==> config.mk <==
export PLATFORM = sky130hd
export DESIGN_NAME = sgtBuilder
export DESIGN_NICKNAME = d
export VERILOG_FILES = /design/src/rtl/sgt_pkg.sv /design/src/rtl/sgtPath.sv /design/src/rtl/sgtCtrl.sv /design/src/rtl/sgtBuilder.sv
export SDC_FILE = /design/constraint.sdc
export NUM_CORES = 1
export LEC_CHECK = 0
export ABC_AREA = 1
export BUFFER_PORTS_ARGS = -buffer_cell sky130_fd_sc_hd__buf_4
export CAP_MARGIN = 5
export CORE_MARGIN = 2
export CORE_UTILIZATION = 30
export DETAILED_ROUTE_END_ITERATION = 10
export SETUP_SLACK_MARGIN = 0.15
export SYNTH_ARGS = -nofsm -noshare
export SYNTH_HDL_FRONTEND = slang
export SYNTH_SLANG_ARGS = --single-unit
export TNS_END_PERCENT = 5
==> constraint.sdc <==
create_clock -name clk -period 13.05 [get_ports clk]
set_input_delay 1.9575 -clock clk [delete_from_list [all_inputs] [get_ports clk]]
set_output_delay 1.9575 -clock clk [all_outputs]
set_load 0.03 [all_outputs]
==> src/rtl/sgt_pkg.sv <==
package sgt_pkg;

  // strobes from control to datapath
  typedef struct packed {
    logic latchReq;
    logic takePage;
    logic emitBase;
    logic emitCnt;
    logic promote;
  } sgtCtl_t;

  // conditions from datapath to control
  typedef struct packed {
    logic firstPage;
    logic lastChunk;
    logic mergeOk;
    logic remZero;
    logic pendValid;
    logic capHit;
  } sgtStat_t;

  typedef enum logic [1:0] {
    ST_IDLE,
    ST_FETCH,
    ST_WBASE,
    ST_WCNT
  } sgtState_t;

endpackage

==> src/rtl/sgtPath.sv <==
module sgtPath
  import sgt_pkg::*;
#(
  parameter int PAGE_SIZE = 4096,
  parameter int LEN_W     = 32,
  parameter int OFF_W     = 12,
  parameter int MAX_ENT   = 33,
  parameter int ENT_W     = 6,
  parameter int WADDR_W   = 7
) (
  input  logic               clk,
  input  logic               rstN,
  input  sgtCtl_t            ctl,
  input  logic [OFF_W-1:0]   startOffset,
  input  logic [LEN_W-1:0]   totalLen,
  input  logic [31:0]        pageAddr,
  output sgtStat_t           stat,
  output logic [WADDR_W-1:0] memAddr,
  output logic [31:0]        memData,
  output logic [ENT_W-1:0]   entryCount
);

  localparam int WIN_BITS = 16;
  localparam int CNT_W    = WIN_BITS + 1;

  logic [OFF_W-1:0] offReg;
  logic [LEN_W-1:0] remReg;
  logic             firstReg;
  logic [31:0]      openBase;
  logic [CNT_W-1:0] openCnt;
  logic [31:0]      pendBase;
  logic [CNT_W-1:0] pendCnt;
  logic             pendValid;
  logic [ENT_W-1:0] entCnt;

  logic [LEN_W-1:0] chunkLim;
  logic [LEN_W-1:0] chunkFull;
  logic [CNT_W-1:0] chunk;
  logic [31:0]      contigAddr;
  logic [31:0]      endAddr;
  logic             contig;
  logic             sameWin;

  // byte count the incoming page contributes
  always_comb begin
    chunkLim  = firstReg ? (LEN_W'(PAGE_SIZE) - LEN_W'(offReg)) : LEN_W'(PAGE_SIZE);
    chunkFull = (remReg < chunkLim) ? remReg : chunkLim;
    chunk     = chunkFull[CNT_W-1:0];
  end

  // merge test: physically adjacent and inside the open window
  always_comb begin
    contigAddr = openBase + 32'(openCnt);
    endAddr    = pageAddr + 32'(chunk) - 32'd1;
    contig     = (contigAddr == pageAddr);
    sameWin    = (endAddr[31:WIN_BITS] == openBase[31:WIN_BITS]);
  end

  always_comb begin
    stat.firstPage = firstReg;
    stat.lastChunk = (remReg == chunkFull);
    stat.mergeOk   = contig && sameWin;
    stat.remZero   = (remReg == '0);
    stat.pendValid = pendValid;
    stat.capHit    = (entCnt == ENT_W'(MAX_ENT - 1));
  end

  always_ff @(posedge clk) begin
    if (!rstN) begin
      offReg    <= '0;
      remReg    <= '0;
      firstReg  <= 1'b0;
      openBase  <= '0;
      openCnt   <= '0;
      pendBase  <= '0;
      pendCnt   <= '0;
      pendValid <= 1'b0;
      entCnt    <= '0;
    end else begin
      if (ctl.latchReq) begin
        offReg    <= startOffset;
        remReg    <= totalLen;
        firstReg  <= 1'b1;
        pendValid <= 1'b0;
        entCnt    <= '0;
      end
      if (ctl.takePage) begin
        remReg   <= remReg - chunkFull;
        firstReg <= 1'b0;
        if (firstReg) begin
          openBase <= pageAddr + 32'(offReg);
          openCnt  <= chunk;
        end else if (contig && sameWin) begin
          openCnt <= openCnt + chunk;
        end else begin
          pendBase  <= pageAddr;
          pendCnt   <= chunk;
          pendValid <= 1'b1;
        end
      end
      if (ctl.emitCnt) begin
        entCnt <= entCnt + ENT_W'(1);
      end
      if (ctl.promote) begin
        openBase  <= pendBase;
        openCnt   <= pendCnt;
        pendValid <= 1'b0;
      end
    end
  end

  assign memAddr    = {entCnt, ctl.emitCnt};
  assign memData    = ctl.emitBase ? openBase
                                   : {~pendValid, 15'd0, openCnt[WIN_BITS-1:0]};
  assign entryCount = entCnt;

endmodule

==> src/rtl/sgtCtrl.sv <==
module sgtCtrl
  import sgt_pkg::*;
(
  input  logic     clk,
  input  logic     rstN,
  input  logic     startReq,
  input  logic     lenZero,
  input  logic     pageAck,
  input  sgtStat_t stat,
  output sgtCtl_t  ctl,
  output logic     pageReq,
  output logic     memWe,
  output logic     doneP,
  output logic     doneErr,
  output logic     running
);

  sgtState_t state;
  sgtState_t nxt;
  logic      finOk;
  logic      finErr;

  always_comb begin
    ctl     = '0;
    pageReq = 1'b0;
    memWe   = 1'b0;
    finOk   = 1'b0;
    finErr  = 1'b0;
    nxt     = state;
    case (state)
      ST_IDLE: begin
        if (startReq) begin
          ctl.latchReq = 1'b1;
          if (lenZero) finErr = 1'b1;
          else         nxt    = ST_FETCH;
        end
      end
      ST_FETCH: begin
        pageReq = 1'b1;
        if (pageAck) begin
          ctl.takePage = 1'b1;
          if (stat.firstPage || stat.mergeOk)
            nxt = stat.lastChunk ? ST_WBASE : ST_FETCH;
          else
            nxt = ST_WBASE;
        end
      end
      ST_WBASE: begin
        memWe        = 1'b1;
        ctl.emitBase = 1'b1;
        nxt          = ST_WCNT;
      end
      ST_WCNT: begin
        memWe       = 1'b1;
        ctl.emitCnt = 1'b1;
        if (!stat.pendValid) begin
          finOk = 1'b1;
          nxt   = ST_IDLE;
        end else if (stat.capHit) begin
          finErr = 1'b1;
          nxt    = ST_IDLE;
        end else begin
          ctl.promote = 1'b1;
          nxt = stat.remZero ? ST_WBASE : ST_FETCH;
        end
      end
      default: nxt = ST_IDLE;
    endcase
  end

  always_ff @(posedge clk) begin
    if (!rstN) begin
      state   <= ST_IDLE;
      doneP   <= 1'b0;
      doneErr <= 1'b0;
    end else begin
      state   <= nxt;
      doneP   <= finOk | finErr;
      doneErr <= finErr;
    end
  end

  assign running = (state != ST_IDLE);

endmodule

==> src/rtl/sgtBuilder.sv <==
module sgtBuilder
  import sgt_pkg::*;
#(
  parameter int PAGE_SIZE      = 4096,
  parameter int LEN_W          = 32,
  parameter int XFER_MAX_BYTES = 256 * 512,
  localparam int OFF_W   = $clog2(PAGE_SIZE),
  localparam int MAX_ENT = XFER_MAX_BYTES / PAGE_SIZE + 1,
  localparam int ENT_W   = $clog2(MAX_ENT + 1),
  localparam int WADDR_W = ENT_W + 1
) (
  input  logic               clk,
  input  logic               rstN,
  input  logic               startReq,
  input  logic [OFF_W-1:0]   startOffset,
  input  logic [LEN_W-1:0]   totalLen,
  output logic               pageReq,
  input  logic               pageAck,
  input  logic [31:0]        pageAddr,
  output logic               memWe,
  output logic [WADDR_W-1:0] memAddr,
  output logic [31:0]        memData,
  output logic               doneP,
  output logic               doneErr,
  output logic [ENT_W-1:0]   entryCount
);

  sgtCtl_t  ctl;
  sgtStat_t stat;
  logic     running;
  logic     lenZero;

  assign lenZero = (totalLen == '0);

  sgtCtrl u_ctrl (
    .clk      (clk),
    .rstN     (rstN),
    .startReq (startReq),
    .lenZero  (lenZero),
    .pageAck  (pageAck),
    .stat     (stat),
    .ctl      (ctl),
    .pageReq  (pageReq),
    .memWe    (memWe),
    .doneP    (doneP),
    .doneErr  (doneErr),
    .running  (running)
  );

  sgtPath #(
    .PAGE_SIZE (PAGE_SIZE),
    .LEN_W     (LEN_W),
    .OFF_W     (OFF_W),
    .MAX_ENT   (MAX_ENT),
    .ENT_W     (ENT_W),
    .WADDR_W   (WADDR_W)
  ) u_path (
    .clk         (clk),
    .rstN        (rstN),
    .ctl         (ctl),
    .startOffset (startOffset),
    .totalLen    (totalLen),
    .pageAddr    (pageAddr),
    .stat        (stat),
    .memAddr     (memAddr),
    .memData     (memData),
    .entryCount  (entryCount)
  );

endmodule

Yosys cells after proc, flatten, opt, wreduce, memory -nomap -nowiden
Cells that the tools add are included.
{"block": "classes", "multipliers": 0, "eq_ne": 10, "div_mod_pow": 0, "add_sub_neg": 8, "shifts": 0, "n_reduce_logical": 17, "n_lt_le_gt_ge": 1, "n_mux": 44, "bitwise": 5}
{"op": "$mux W32", "n": 8}
{"op": "$mux W17", "n": 4}
{"op": "$add A32 B17 Y32", "n": 2}
{"op": "$eq A32 B32 Y1", "n": 2}
{"op": "$logic_not A32 Y1", "n": 2}
{"op": "$add A32 B12 Y32", "n": 1}
{"op": "$lt A32 B32 Y1", "n": 1}
{"op": "$sub A32 B1 Y32 const B", "n": 1}
{"op": "$sub A32 B32 Y32", "n": 1}
{"op": "$mux W1", "n": 19}
{"op": "$mux W2", "n": 9}
{"op": "$add A17 B17 Y17", "n": 1}
{"op": "$eq A16 B16 Y1", "n": 1}
{"op": "$sub A13 B12 Y14 const A", "n": 1}
{"op": "$mux W6", "n": 2}
{"op": "$pmux W2 S4", "n": 1}
{"op": "$reduce_bool A2 Y1", "n": 4}
{"op": "$add A6 B1 Y6 const B", "n": 1}
{"op": "$eq A6 B6 Y1 const B", "n": 1}
{"op": "$ne A2 B2 Y1 const B", "n": 3}
{"op": "$reduce_and A3 Y1", "n": 2}
{"op": "$reduce_or A2 Y1", "n": 3}
{"op": "$eq A2 B2 Y1 const B", "n": 2}
{"op": "$not A1 Y1", "n": 4}
{"op": "other kinds (8)", "n": 9}
{"block": "totals", "memories": 0, "latch_bits": 0, "out_inout_bits": 49, "rom_bits": 0, "ramBits": 0, "word_cells": 97, "ff_bits": 154}

Depth between registers and ports, before layout
Gate-level depths: netlist (run 1).
{"block": "logic_depth", "word_depth": 12, "mapped_depth": 52, "ltp_nobuf": 51}

By module
From an unflattened synthesis (run 1), not the netlist that was laid out.
{"block": "hier_totals", "cells_unflattened": 2556, "area_unflattened_um2": 15279.7}
{"module": "sgtPath", "area_each_um2": 14811.7, "cells_per_inst": 2470, "n_inst": 1}
{"module": "sgtCtrl", "area_each_um2": 351.6, "cells_per_inst": 55, "n_inst": 1}
{"module": "sgtBuilder", "area_each_um2": 116.4, "cells_per_inst": 31, "n_inst": 1}

Worst setup path before layout (run 1)
OpenSTA, ideal clock, no wires.
{"block": "synth_path", "kind": "register -> register", "start": "reg u_path.offReg[0]", "end": "reg u_path.remReg[25]", "path_stages_with_launch": 48, "t_arrival_ns": 5.582, "path_slack_ns": 7.398, "path_buffers": 1, "required_time_ns": 12.980, "period_less_slack_ns": 5.652, "path_cell_list": "dfxtp_1 > nor3_1 > inv_1 > nor2_1 > inv_1 > nor2_1 > inv_1 > nor2_1 > inv_1 > nor2_1 > inv_1 > nor3_1 > a21oi_1 > nor3_1 > inv_1 > ha_1 > a21oi_1 > a21oi_1 > (+12 left out) > a21oi_1 > nor2_1 > o21ai_1 > nand2_1 > a21boi_1 > o21ai_0 > nand2_1 > nand2_1 > a21oi_2 > nand2_1 > nor2_1 > inv_1 > nor2_1 > nand3_1 > or2_0 > nand3_1 > nand2_1 > a21oi_1"}
{"block": "synth_between", "elab_chain_cells": 6}
{"item": "start: declaration", "line_no": "sgtPath.sv:26", "rtl": "logic [OFF_W-1:0] offReg;"}
{"item": "start signal: assignment", "line_no": "sgtPath.sv:81", "rtl": "offReg <= startOffset;"}
{"item": "$sub A13 B12 Y14 (*)", "line_no": "sgtPath.sv:46", "rtl": "chunkLim = firstReg ? (LEN_W'(PAGE_SIZE) - LEN_W'(offReg)) : LEN_W'(PAGE_SIZE);"}
{"item": "$mux W32 (*)", "line_no": "sgtPath.sv:46"}
{"item": "$lt A32 B32 Y1", "line_no": "sgtPath.sv:47", "rtl": "chunkFull = (remReg < chunkLim) ? remReg : chunkLim;"}
{"item": "$mux W32 (*)", "line_no": "sgtPath.sv:47"}
{"item": "named net u_path.chunkFull[2]", "line_no": "sgtPath.sv:37", "rtl": "logic [LEN_W-1:0] chunkFull;"}
{"item": "$sub A32 B32 Y32 (*)", "line_no": "sgtPath.sv:88", "rtl": "remReg <= remReg - chunkFull;"}
{"item": "$mux W32 (*)", "line_no": "sgtPath.sv:87", "rtl": "if (ctl.takePage) begin"}
{"item": "end signal: assignment", "line_no": "sgtPath.sv:82", "rtl": "remReg <= totalLen;"}
{"item": "end signal: assignment", "line_no": "sgtPath.sv:88"}
{"item": "end: declaration", "line_no": "sgtPath.sv:27", "rtl": "logic [LEN_W-1:0] remReg;"}
The timed path passes the listed nets; every way through them passes the cells marked *.
A chain may end at the register's enable or synchronous reset.

Worst setup path in the final report (run 1)
{"block": "layout_path", "start": "reg u_path.offReg[0]", "end": "reg u_path.pendBase[18]"}
{"block": "layout_between", "elab_chain_cells": 10}
{"item": "$sub A13 B12 Y14 (*)", "line_no": "sgtPath.sv:46"}
{"item": "$mux W32 (*)", "line_no": "sgtPath.sv:46"}
{"item": "$lt A32 B32 Y1", "line_no": "sgtPath.sv:47"}
{"item": "$mux W32 (*)", "line_no": "sgtPath.sv:47"}
{"item": "named net u_path.chunkFull[9]", "line_no": "sgtPath.sv:37"}
{"item": "$add A32 B17 Y32 (*)", "line_no": "sgtPath.sv:54", "rtl": "endAddr = pageAddr + 32'(chunk) - 32'd1;"}
{"item": "$sub A32 B1 Y32 (*)", "line_no": "sgtPath.sv:54"}
{"item": "$eq A16 B16 Y1 (*)", "line_no": "sgtPath.sv:56", "rtl": "sameWin = (endAddr[31:WIN_BITS] == openBase[31:WIN_BITS]);"}
{"item": "$logic_and A1 B1 Y1 (*)", "line_no": "sgtPath.sv:93", "rtl": "end else if (contig && sameWin) begin"}
{"item": "$not A1 Y1 (no line) (*)"}
{"item": "$reduce_and A3 Y1 (no line) (*)"}
{"item": "end signal: assignment", "line_no": "sgtPath.sv:96", "rtl": "pendBase <= pageAddr;"}
{"item": "end: declaration", "line_no": "sgtPath.sv:31", "rtl": "logic [31:0] pendBase;"}
Marked as above.

==> metrics.yaml, run 1 <==
status: "finished, final reports clean"
worst-endpoint-required_ns: 13.42
cts_setup_buffers: 0
final_area_sq_um: 16100
h-tree-depth: 4
row_count: 79
finalSetupViolations: 0
p_sw_mw: 0.760
synth_edf_count: 0
timing.final.hold_violations: 0
max_freq_ghz: 0.138
dieArea_sq_um: 48900
finalClockSkew_ns: 0.0163
grt_max_degree: 90
wl_per_cell_um: 16.6
yosysSeqAreaShare: 0.218
worst_pin_slew_ns: 1.01
r2r-start: "u_path.offReg[0]"
cp_max_fo: 89
via_per_inst: 5.11
syn_area_sq_um: 14100
die_height_um: 221
power_density_nw_per_um2: 113
avgSynthCellArea_sq_um: 6.28
cts-root-buf: "clkbuf_16"
n_antenna_cell: 0
start_kind: "flip-flop"
clkSlewWorstSetupHoldPaths_ns: 0.06
crit_path_start: "u_path.offReg[0]"
async_flop_share: 0
nets: 2545
synthCells: 2252
ioPinCount: 129
ctsResizeCount: 0
drt_iter0_markers: 1185
drv_slew: 0
max-slew-margin-rel: 0.329
portBuffers: 128
grt_use_total: 0.197
yosysWarnings: 0
min_from: "u_path.pendCnt[15]"
worstHoldPathType: "reg -> reg"
ys_ff_latch: 154
wirelength_um: 48900
fin_tns_setup_ns: 0
critPathKind: "reg -> reg"
cts_buffers: 17
dr.pass1.iters: 5
grt_pass1_vias: 14068
crit_path_frequent_cell: "inv_1"
combinationalPowerShare: 0.417
fin_crit_ns: 7.26
critPathTopFamily: "simple AND/OR/NAND/NOR gates"
dp_hpwl_um: 37800
dieWidth_um: 221
swShare: 0.419
slowest_stage: "inv_4"
maxCapViolCount: 0
placed_cells: 2913
leakagePower_nw: 7.67
grt_pass1_wl_um: 77100
grt_setup_unrepaired: "false"
critPathBufInv: 10
clock_path_buffers: 2
fin_cells: 2943
cts_hold_buf: 0
synthFlopType: "dfxtp_1"
vias: 15026
post-route-drc-count: 0
clock_power_share: 0.270
antenna_found_initial: 0
worstSetupEndpointType: "flip-flop"
cts.sinks: 154
overflow: 0
area.growth.synth_to_final_pct: 14.0
max_stage_delay_ns: 0.66
ant_nets: 0
min_period_over_period: 0.556
p_total_mw: 1.81
power_frac_seq: 0.313
initial_core_util: 0.304
critPathArrivalTime_ns: 7.63
gp_congestion: 0.935
synth_cell_types: 53
placed_area_sq_um: 15600
worstSkewPairLatency_ns: 0.46
max-vdd-ir-drop_uv: 93.8
drive_above_1_share: 0.0865
cts_tree: "built"
core-area_sq_um: 46600
internal_power_mw: 1.05
power groups by stage:
stage | Combinational (mW) | Clock [mW] | Sequential [mW]
detailed placement | 0.745 | 0 | 0.577
finish | 0.755 | 0.490 | 0.568
global route | 0.857 | 0.517 | 0.574
CTS | 0.749 | 0.498 | 0.567
floorplan | 0.556 | 0 | 0.553
global placement | 0.741 | 0 | 0.576
sequential cells by signal, indices dropped and copies added, names as in the netlist:
| signal | count |
|---|---|
| u_path.openBase | 32 |
| u_path.pendBase | 32 |
| u_path.remReg | 32 |
| u_path.openCnt | 17 |
| u_path.pendCnt | 17 |
| u_path.offReg | 12 |
| u_path.entryCount | 6 |
| u_ctrl.state | 2 |
| u_ctrl.doneErr | 1 |
| u_ctrl.doneP | 1 |
| u_path.firstReg | 1 |
| u_path.pendValid | 1 |
cell families after synthesis:
logic type,count (synthesis),synth area share
compound gates,554,0.217
xor+xnor,88,0.0545
fa+ha+maj,140,0.126
buf+inv,401,0.111
flops,154,0.218
other cells,2,0.000531
simple gates,913,0.272
stage by stage:
stage               hold slack, ns   util  setup slack (ns)
floorplan                    0.419      -              7.40
finish                       0.463  0.346              5.79
global route                 0.490  0.346              4.99
detailed placement           0.458  0.334              5.94
CTS                          0.467  0.346              5.90
global placement             0.449  0.334              6.06
worst min-delay path, stage by stage (launching register included):
cell and delay [ns]:
dfxtp_1 0.31, nand3_1 0.07, inv_1 0.04
final timing paths:
check                        endpoint  slack (ns)  cells after the start
hold / removal     u_path.pendCnt[15]        0.46                      2
hold reg to reg    u_path.pendCnt[15]        0.46                      2
setup reg to reg  u_path.pendBase[18]        5.79                     40
setup / recovery  u_path.pendBase[18]        5.79                     40
routing by layer:
| layer | track usage | part of all wire | vias to the layer above |
|---|---|---|---|
| li1 | - | - | 7560 |
| met1 | 0.278 | 0.49 | 6961 |
| met2 | 0.305 | 0.43 | 444 |
| met3 | 0.0303 | 0.054 | 61 |
| met4 | 0.0608 | 0.022 | 0 |
| met5 | 0 | 0 | - |
final cells by class:
type	count	area [sq um]
fill	5062	30400
multi-input combinational	1702	9510
sequential	154	3080
inverter	312	1170
timing repair buffer	138	1040
tap	607	759
clock buffer	21	460
clock inverter	9	92.6
cells in the mapped netlist (all sizes together), types with 23 or more instances:
cell      n  area (sq um)
a21oi   237          1210
buf      27           166
clkbuf   62           233
dfxtp   154          3080
ha      136          1700
inv     311          1170
nand2   517          1970
nand3    97           503
nand4    23           144
nor2    196           753
nor3     29           145
nor4     23           144
o21ai   211          1060
xnor2    28           245
xor2     60           526
cells in the final DEF, fill, tap and decap left out, types with 4 or more instances in the layout:
| cell | netlist | routed |
|---|---|---|
| o211ai_1 | 7 | 7 |
| a21oi_1 | 230 | 230 |
| or2_1 | 6 | 6 |
| inv_1 | 309 | 308 |
| clkbuf_16 | 0 | 17 |
| nor3_1 | 29 | 29 |
| a21oi_2 | 7 | 7 |
| nand3_1 | 95 | 94 |
| a31oi_1 | 20 | 20 |
| nor2_2 | 4 | 4 |
| conb_1 | 2 | 7 |
| o21ai_0 | 174 | 174 |
| nand3b_1 | 10 | 10 |
| nor4_1 | 23 | 23 |
| dfxtp_1 | 154 | 154 |
| or2_2 | 6 | 6 |
| nand2_2 | 8 | 8 |
| a211oi_1 | 6 | 6 |
| o21ai_1 | 37 | 37 |
| a21o_1 | 5 | 5 |
| o221ai_1 | 21 | 21 |
| ha_1 | 136 | 135 |
| buf_4 | 11 | 138 |
| nand4_1 | 23 | 23 |
| fa_1 | 4 | 4 |
| xor2_1 | 60 | 60 |
| nand2_1 | 508 | 508 |
| o21a_1 | 13 | 13 |
| nor2_1 | 191 | 191 |
| a21boi_0 | 5 | 5 |
| xnor2_1 | 28 | 28 |
| o21bai_1 | 15 | 15 |
(Power assumes the default switching activity.)
==> inputs of run 2 (changes only) <==
==> constraint.sdc (replaced) <==
create_clock -name clk -period 7.51 [get_ports clk]
set_input_delay 1.1265 -clock clk [delete_from_list [all_inputs] [get_ports clk]]
set_output_delay 1.1265 -clock clk [all_outputs]
set_load 0.03 [all_outputs]
==> run 2 against run 1 <==
Effect of this change: combinational power rose by 76%; sequential power increased by 74%; largest cell class unchanged; final cell count is 0.34% higher; routed wire length rose by 1.4%; largest power group unchanged; flip-flop and latch count unchanged; clock skew down 0.0010 ns; utilization up 0.27 points; clock-buffer cell count down 2.
==> metrics.yaml, run 2 (synthesis gave the netlist of run 1 again) <==
wirelength_um: 49600
cts.sinks: 154
clkSlewWorstSetupHoldPaths_ns: 0.07
worstSetupEndpointType: "flip-flop"
drv_slew: 0
power_density_nw_per_um2: 197
slowest_stage: "o21ai_1"
fin_crit_ns: 6.72
crit_path_frequent_cell: "inv_1"
grt_max_degree: 83
max_stage_delay_ns: 0.35
die_height_um: 221
fin_tns_setup_ns: 0
wl_per_cell_um: 16.8
post-route-drc-count: 0
final_common_cell: "nand2_1"
max-slew-margin-rel: 0.323
leakagePower_nw: 7.73
clock_path_buffers: 2
dieWidth_um: 221
gp_congestion: 0.929
dp_hpwl_um: 38500
nets: 2553
critPathTopFamily: "simple AND/OR/NAND/NOR gates"
area.growth.synth_to_final_pct: 14.9
worstHoldPathType: "reg -> reg"
dr.pass1.iters: 5
max-vdd-ir-drop_uv: 176
cts_buffers: 17
cts_hold_buf: 0
ioPinCount: 129
fin_util: 0.349
largestRegisters: "u_path.openBase (32), u_path.pendBase (32), u_path.remReg (32)"
cts-root-buf: "clkbuf_16"
finalClockSkew_ns: 0.0152
cp_max_fo: 40
worstSkewPairLatency_ns: 0.46
grt_use_total: 0.201
overflow: 0
cp.depth: 43
grt_pass1_vias: 14566
worstSetupEndpoint: "u_path.pendBase[2]"
maxCapViolCount: 0
drt_iter0_markers: 1121
dieArea_sq_um: 48900
cts_tree: "built"
portBuffers: 128
layout_common_cells: "nand2_1 (508), inv_1 (307), a21oi_1 (230), nor2_1 (191), o21ai_0 (168)"
worst-endpoint-required_ns: 7.84
crit_path_start: "u_path.offReg[1]"
start_kind: "flip-flop"
r2r-start: "u_path.offReg[1]"
h-tree-depth: 4
r2r_cells: 43
initial_core_util: 0.304
worst_pin_slew_ns: 1.02
max_freq_ghz: 0.149
r2r-end: "u_path.pendBase[2]"
core-area_sq_um: 46600
grt_pass1_wl_um: 78700
n_antenna_cell: 0
status: "finished, final reports clean"
ant_nets: 0
p_total_mw: 3.20
vias: 15082
rrSetupSlack_ns: 0.79
timing.final.hold_violations: 0
critPathBufInv: 11
min_period_over_period: 0.895
critPathKind: "reg -> reg"
fillCellCount: 5123
grt_setup_unrepaired: "true"
antenna_found_initial: 0
drive_above_1_share: 0.0916
finalSetupViolations: 0
critPathArrivalTime_ns: 7.05
row_count: 79
via_per_inst: 5.11
## run 2: final cells by class
| class | count | area [sq um] | area share |
|---|---|---|---|
| multi-input combinational | 1702 | 9520 | 0.586 |
| sequential | 154 | 3080 | 0.190 |
| inverter | 312 | 1190 | 0.0731 |
| timing repair buffer | 146 | 1110 | 0.0685 |
| tap | 607 | 759 | 0.0468 |
| clock buffer | 19 | 443 | 0.0273 |
| clock inverter | 13 | 135 | 0.00832 |
## run 2: worst min path at each step
stage | from | end | slack (ns) | depth (start not counted)
6_report | u_path.pendCnt[14] | u_path.pendCnt[14] | 0.46 | 2
5_1_grt | u_path.pendCnt[15] | u_path.pendCnt[15] | 0.50 | 2
4_1_cts | u_path.pendCnt[14] | u_path.pendCnt[14] | 0.47 | 2
3_5_place_dp | u_path.pendCnt[14] | u_path.pendCnt[14] | 0.46 | 2
3_3_place_gp | u_path.pendCnt[15] | u_path.pendCnt[15] | 0.45 | 2
2_1_floorplan | u_path.pendCnt[13] | u_path.pendCnt[13] | 0.42 | 2
## run 2: worst min-delay path, cell delays in order (launching register included)
cell,delay (ns)
dfxtp_1,0.31
nand3_1,0.08
inv_1,0.04
## run 2: stage by stage
stage                     cell area [sq um]  std cells  setup WS, ns  hold WS, ns
after CTS                             16200       2948         0.470        0.468
after floorplan                       14200       2257          1.86        0.419
after detailed placement              15600       2916         0.519        0.460
after global routing                  16200       2953         0.135        0.498
after global placement                15600       2916         0.633        0.447
final                                 16200       2953         0.786        0.465
## run 2: power by group
part	total, mW	switching [mW]	internal [mW]	leakage (nW)
registers	0.988	0.0939	0.894	1.26
logic	1.33	0.860	0.475	6.19
clock network	0.880	0.406	0.475	0.276
## run 2: repair_timing
action,CTS,global route
gates resized for setup,0,13
endpoints found under the setup margin,0,66
setup buffers,0,5
## run 2: routing by layer
metal	vias up	track usage	part of all wire
met5	-	0	0
met4	0	0.0522	0.018
met3	54	0.0280	0.061
met2	464	0.323	0.44
met1	6958	0.281	0.48
li1	7606	-	-
==> inputs of run 3 (changes only) <==
--- a/config.mk
+++ b/config.mk
@@ -11,6 +11,7 @@
 export CORE_MARGIN = 2
 export CORE_UTILIZATION = 30
 export DETAILED_ROUTE_END_ITERATION = 10
+export PLACE_DENSITY = 0.46
 export SETUP_SLACK_MARGIN = 0.15
 export SYNTH_ARGS = -nofsm -noshare
 export SYNTH_HDL_FRONTEND = slang
==> run 3 against run 2 <==
Effect of this change: clock skew fell by 0.0045 ns; sequential share of layout area fell by 0.080 points; utilization rose by 0.15 points; clock-buffer cell count rose by 1; clock power rose by 5.5%; critical path depth rose by 3; maximum frequency rose by 0.28%; power rose by 2.6%; flip-flop and latch count did not move; critical path type unchanged; critical endpoint is now u_path.pendBase[17]; largest cell class unchanged.
==> metrics.yaml, run 3 (synthesis gave the netlist of run 1 again) <==
status: "finished, final reports clean"
ioPinCount: 129
row_count: 79
max-slew-margin-rel: 0.176
wl_per_cell_um: 17.8
largestRegisters: "u_path.openBase (32), u_path.pendBase (32), u_path.remReg (32)"
internal_power_mw: 1.92
start_kind: "flip-flop"
grt_pass1_vias: 14391
cts-root-buf: "clkbuf_16"
worstSetupEndpointType: "flip-flop"
min_from: "u_path.pendCnt[15]"
r2r-start: "u_path.offReg[1]"
post-place-ws_ns: 0.448
portBuffers: 128
r2r-end: "u_path.pendBase[17]"
r2r_cells: 46
final_area_sq_um: 16300
clkSlewWorstSetupHoldPaths_ns: 0.06
hold_depth: 2
vias: 14924
cts_tree: "built"
nets: 2554
finalSetupViolations: 0
worstHoldPathType: "reg -> reg"
area.growth.synth_to_final_pct: 15.3
fin_tns_setup_ns: 0
die_height_um: 221
gp_congestion: 0.886
initial_core_util: 0.304
fin_ws_ns: 0.805
clock_path_buffers: 2
maxCapViolCount: 0
critPathKind: "reg -> reg"
whs_ns: 0.458
worst-endpoint-required_ns: 7.84
combinationalPowerShare: 0.417
drive_above_1_share: 0.0929
post-route-drc-count: 0
core-area_sq_um: 46600
placed_area_sq_um: 15600
drt_iter0_markers: 958
dieWidth_um: 221
hold_path_end: "u_path.pendCnt[15]"
cts_buffers: 17
grt_setup_unrepaired: "false"
power_frac_seq: 0.301
h-tree-depth: 4
max-vdd-ir-drop_uv: 177
drv_slew: 0
max_stage_delay_ns: 0.34
crit_path_frequent_cell: "inv_1"
dp_hpwl_um: 41200
layout_common_cells: "nand2_1 (508), inv_1 (307), a21oi_1 (230), nor2_1 (190), o21ai_0 (168)"
min_period_over_period: 0.893
max_freq_ghz: 0.149
final_common_cell: "nand2_1"
grt_max_degree: 89
n_antenna_cell: 0
wirelength_um: 52700
swShare: 0.415
worst_pin_slew_ns: 1.23
overflow: 0
worstSkewPairLatency_ns: 0.46
leakagePower_nw: 7.76
cts_hold_buf: 0
slowest_stage: "ha_1"
timing.final.hold_violations: 0
rrSetupSlack_ns: 0.80
finalClockSkew_ns: 0.0107
cp_max_fo: 33
ant_nets: 0
fin_crit_ns: 6.71
cts.sinks: 154
grt_use_total: 0.214
antenna_found_initial: 0
p_sw_mw: 1.36
dr.pass1.iters: 5
power_density_nw_per_um2: 202
grt_pass1_wl_um: 82500
critPathArrivalTime_ns: 7.03
dieArea_sq_um: 48900
clock_power_share: 0.282
via_per_inst: 5.05
## run 3: cell count changes in the layout (fill, tap and decap cells not counted), sizes merged
cell | previous run | this run
inv | 315 | 309
bufinv | 1 | 3
clkinv | 5 | 7
buf | 146 | 147
clkbuf | 19 | 20
## run 3: cell type report
type | count | area (sq um)
Timing Repair Buffer | 147 | 1140
Multi-Input combinational cell | 1702 | 9520
Fill cell | 5158 | 30300
Clock inverter | 11 | 145
Sequential cell | 154 | 3080
Tap cell | 607 | 759
Clock buffer | 20 | 467
Inverter | 312 | 1190
## run 3: critical path: cells and delay by family (launching register included)
family / cells / cell delay, ns
AO/OA/AOI/OAI: 8 / 1.48
AND/OR/NAND/NOR: 19 / 1.99
XOR/XNOR: 1 / 0.14
flip-flops: 1 / 0.32
adder cells (fa/ha/maj): 4 / 1.12
buffers and inverters: 14 / 1.51
## run 3: stage by stage
stage	utilization	instances	total power, mW
global placement	0.335	2917	2.35
finish	0.350	2953	3.29
floorplan	-	2257	1.93
global route	0.350	2953	3.53
CTS	0.349	2948	3.29
detailed placement	0.335	2917	2.35
## run 3: worst max path at each step
stage | start | end | slack [ns]
after CTS | u_path.offReg[0] | u_path.pendCnt[6] | 0.41
after floorplan | u_path.offReg[0] | u_path.remReg[25] | 1.86
after global placement | u_path.offReg[0] | u_path.pendCnt[6] | 0.47
final | u_path.offReg[1] | u_path.pendBase[17] | 0.80
after global routing | u_path.offReg[0] | u_path.pendBase[9] | 0.16
after detailed placement | u_path.offReg[0] | u_path.pendCnt[6] | 0.45
## run 3: power groups by stage
stage	registers, mW	logic, mW	clock network (mW)
2_1_floorplan	0.961	0.966	0
3_3_place_gp	1.01	1.34	0
3_5_place_dp	1.01	1.34	0
4_1_cts	0.988	1.35	0.951
5_1_grt	1.00	1.55	0.979
6_report	0.990	1.37	0.928
## run 3: what timing repair did
| item | in CTS | in global routing |
|---|---|---|
| hold endpoints to repair | 0 | 0 |
| buffers inserted | 0 | 5 |
| gates resized for setup | 0 | 14 |
| endpoints found under the setup margin | 0 | 67 |
## run 3: metal layers
| metal | share of wire | track usage | routed length (um) | up-vias |
|---|---|---|---|---|
| li1 | - | - | - | 7601 |
| met1 | 0.50 | 0.311 | 26500 | 6917 |
| met2 | 0.44 | 0.338 | 22900 | 362 |
| met3 | 0.047 | 0.0220 | 2450 | 44 |
| met4 | 0.015 | 0.0502 | 776 | 0 |
| met5 | 0 | 0 | 0 | - |
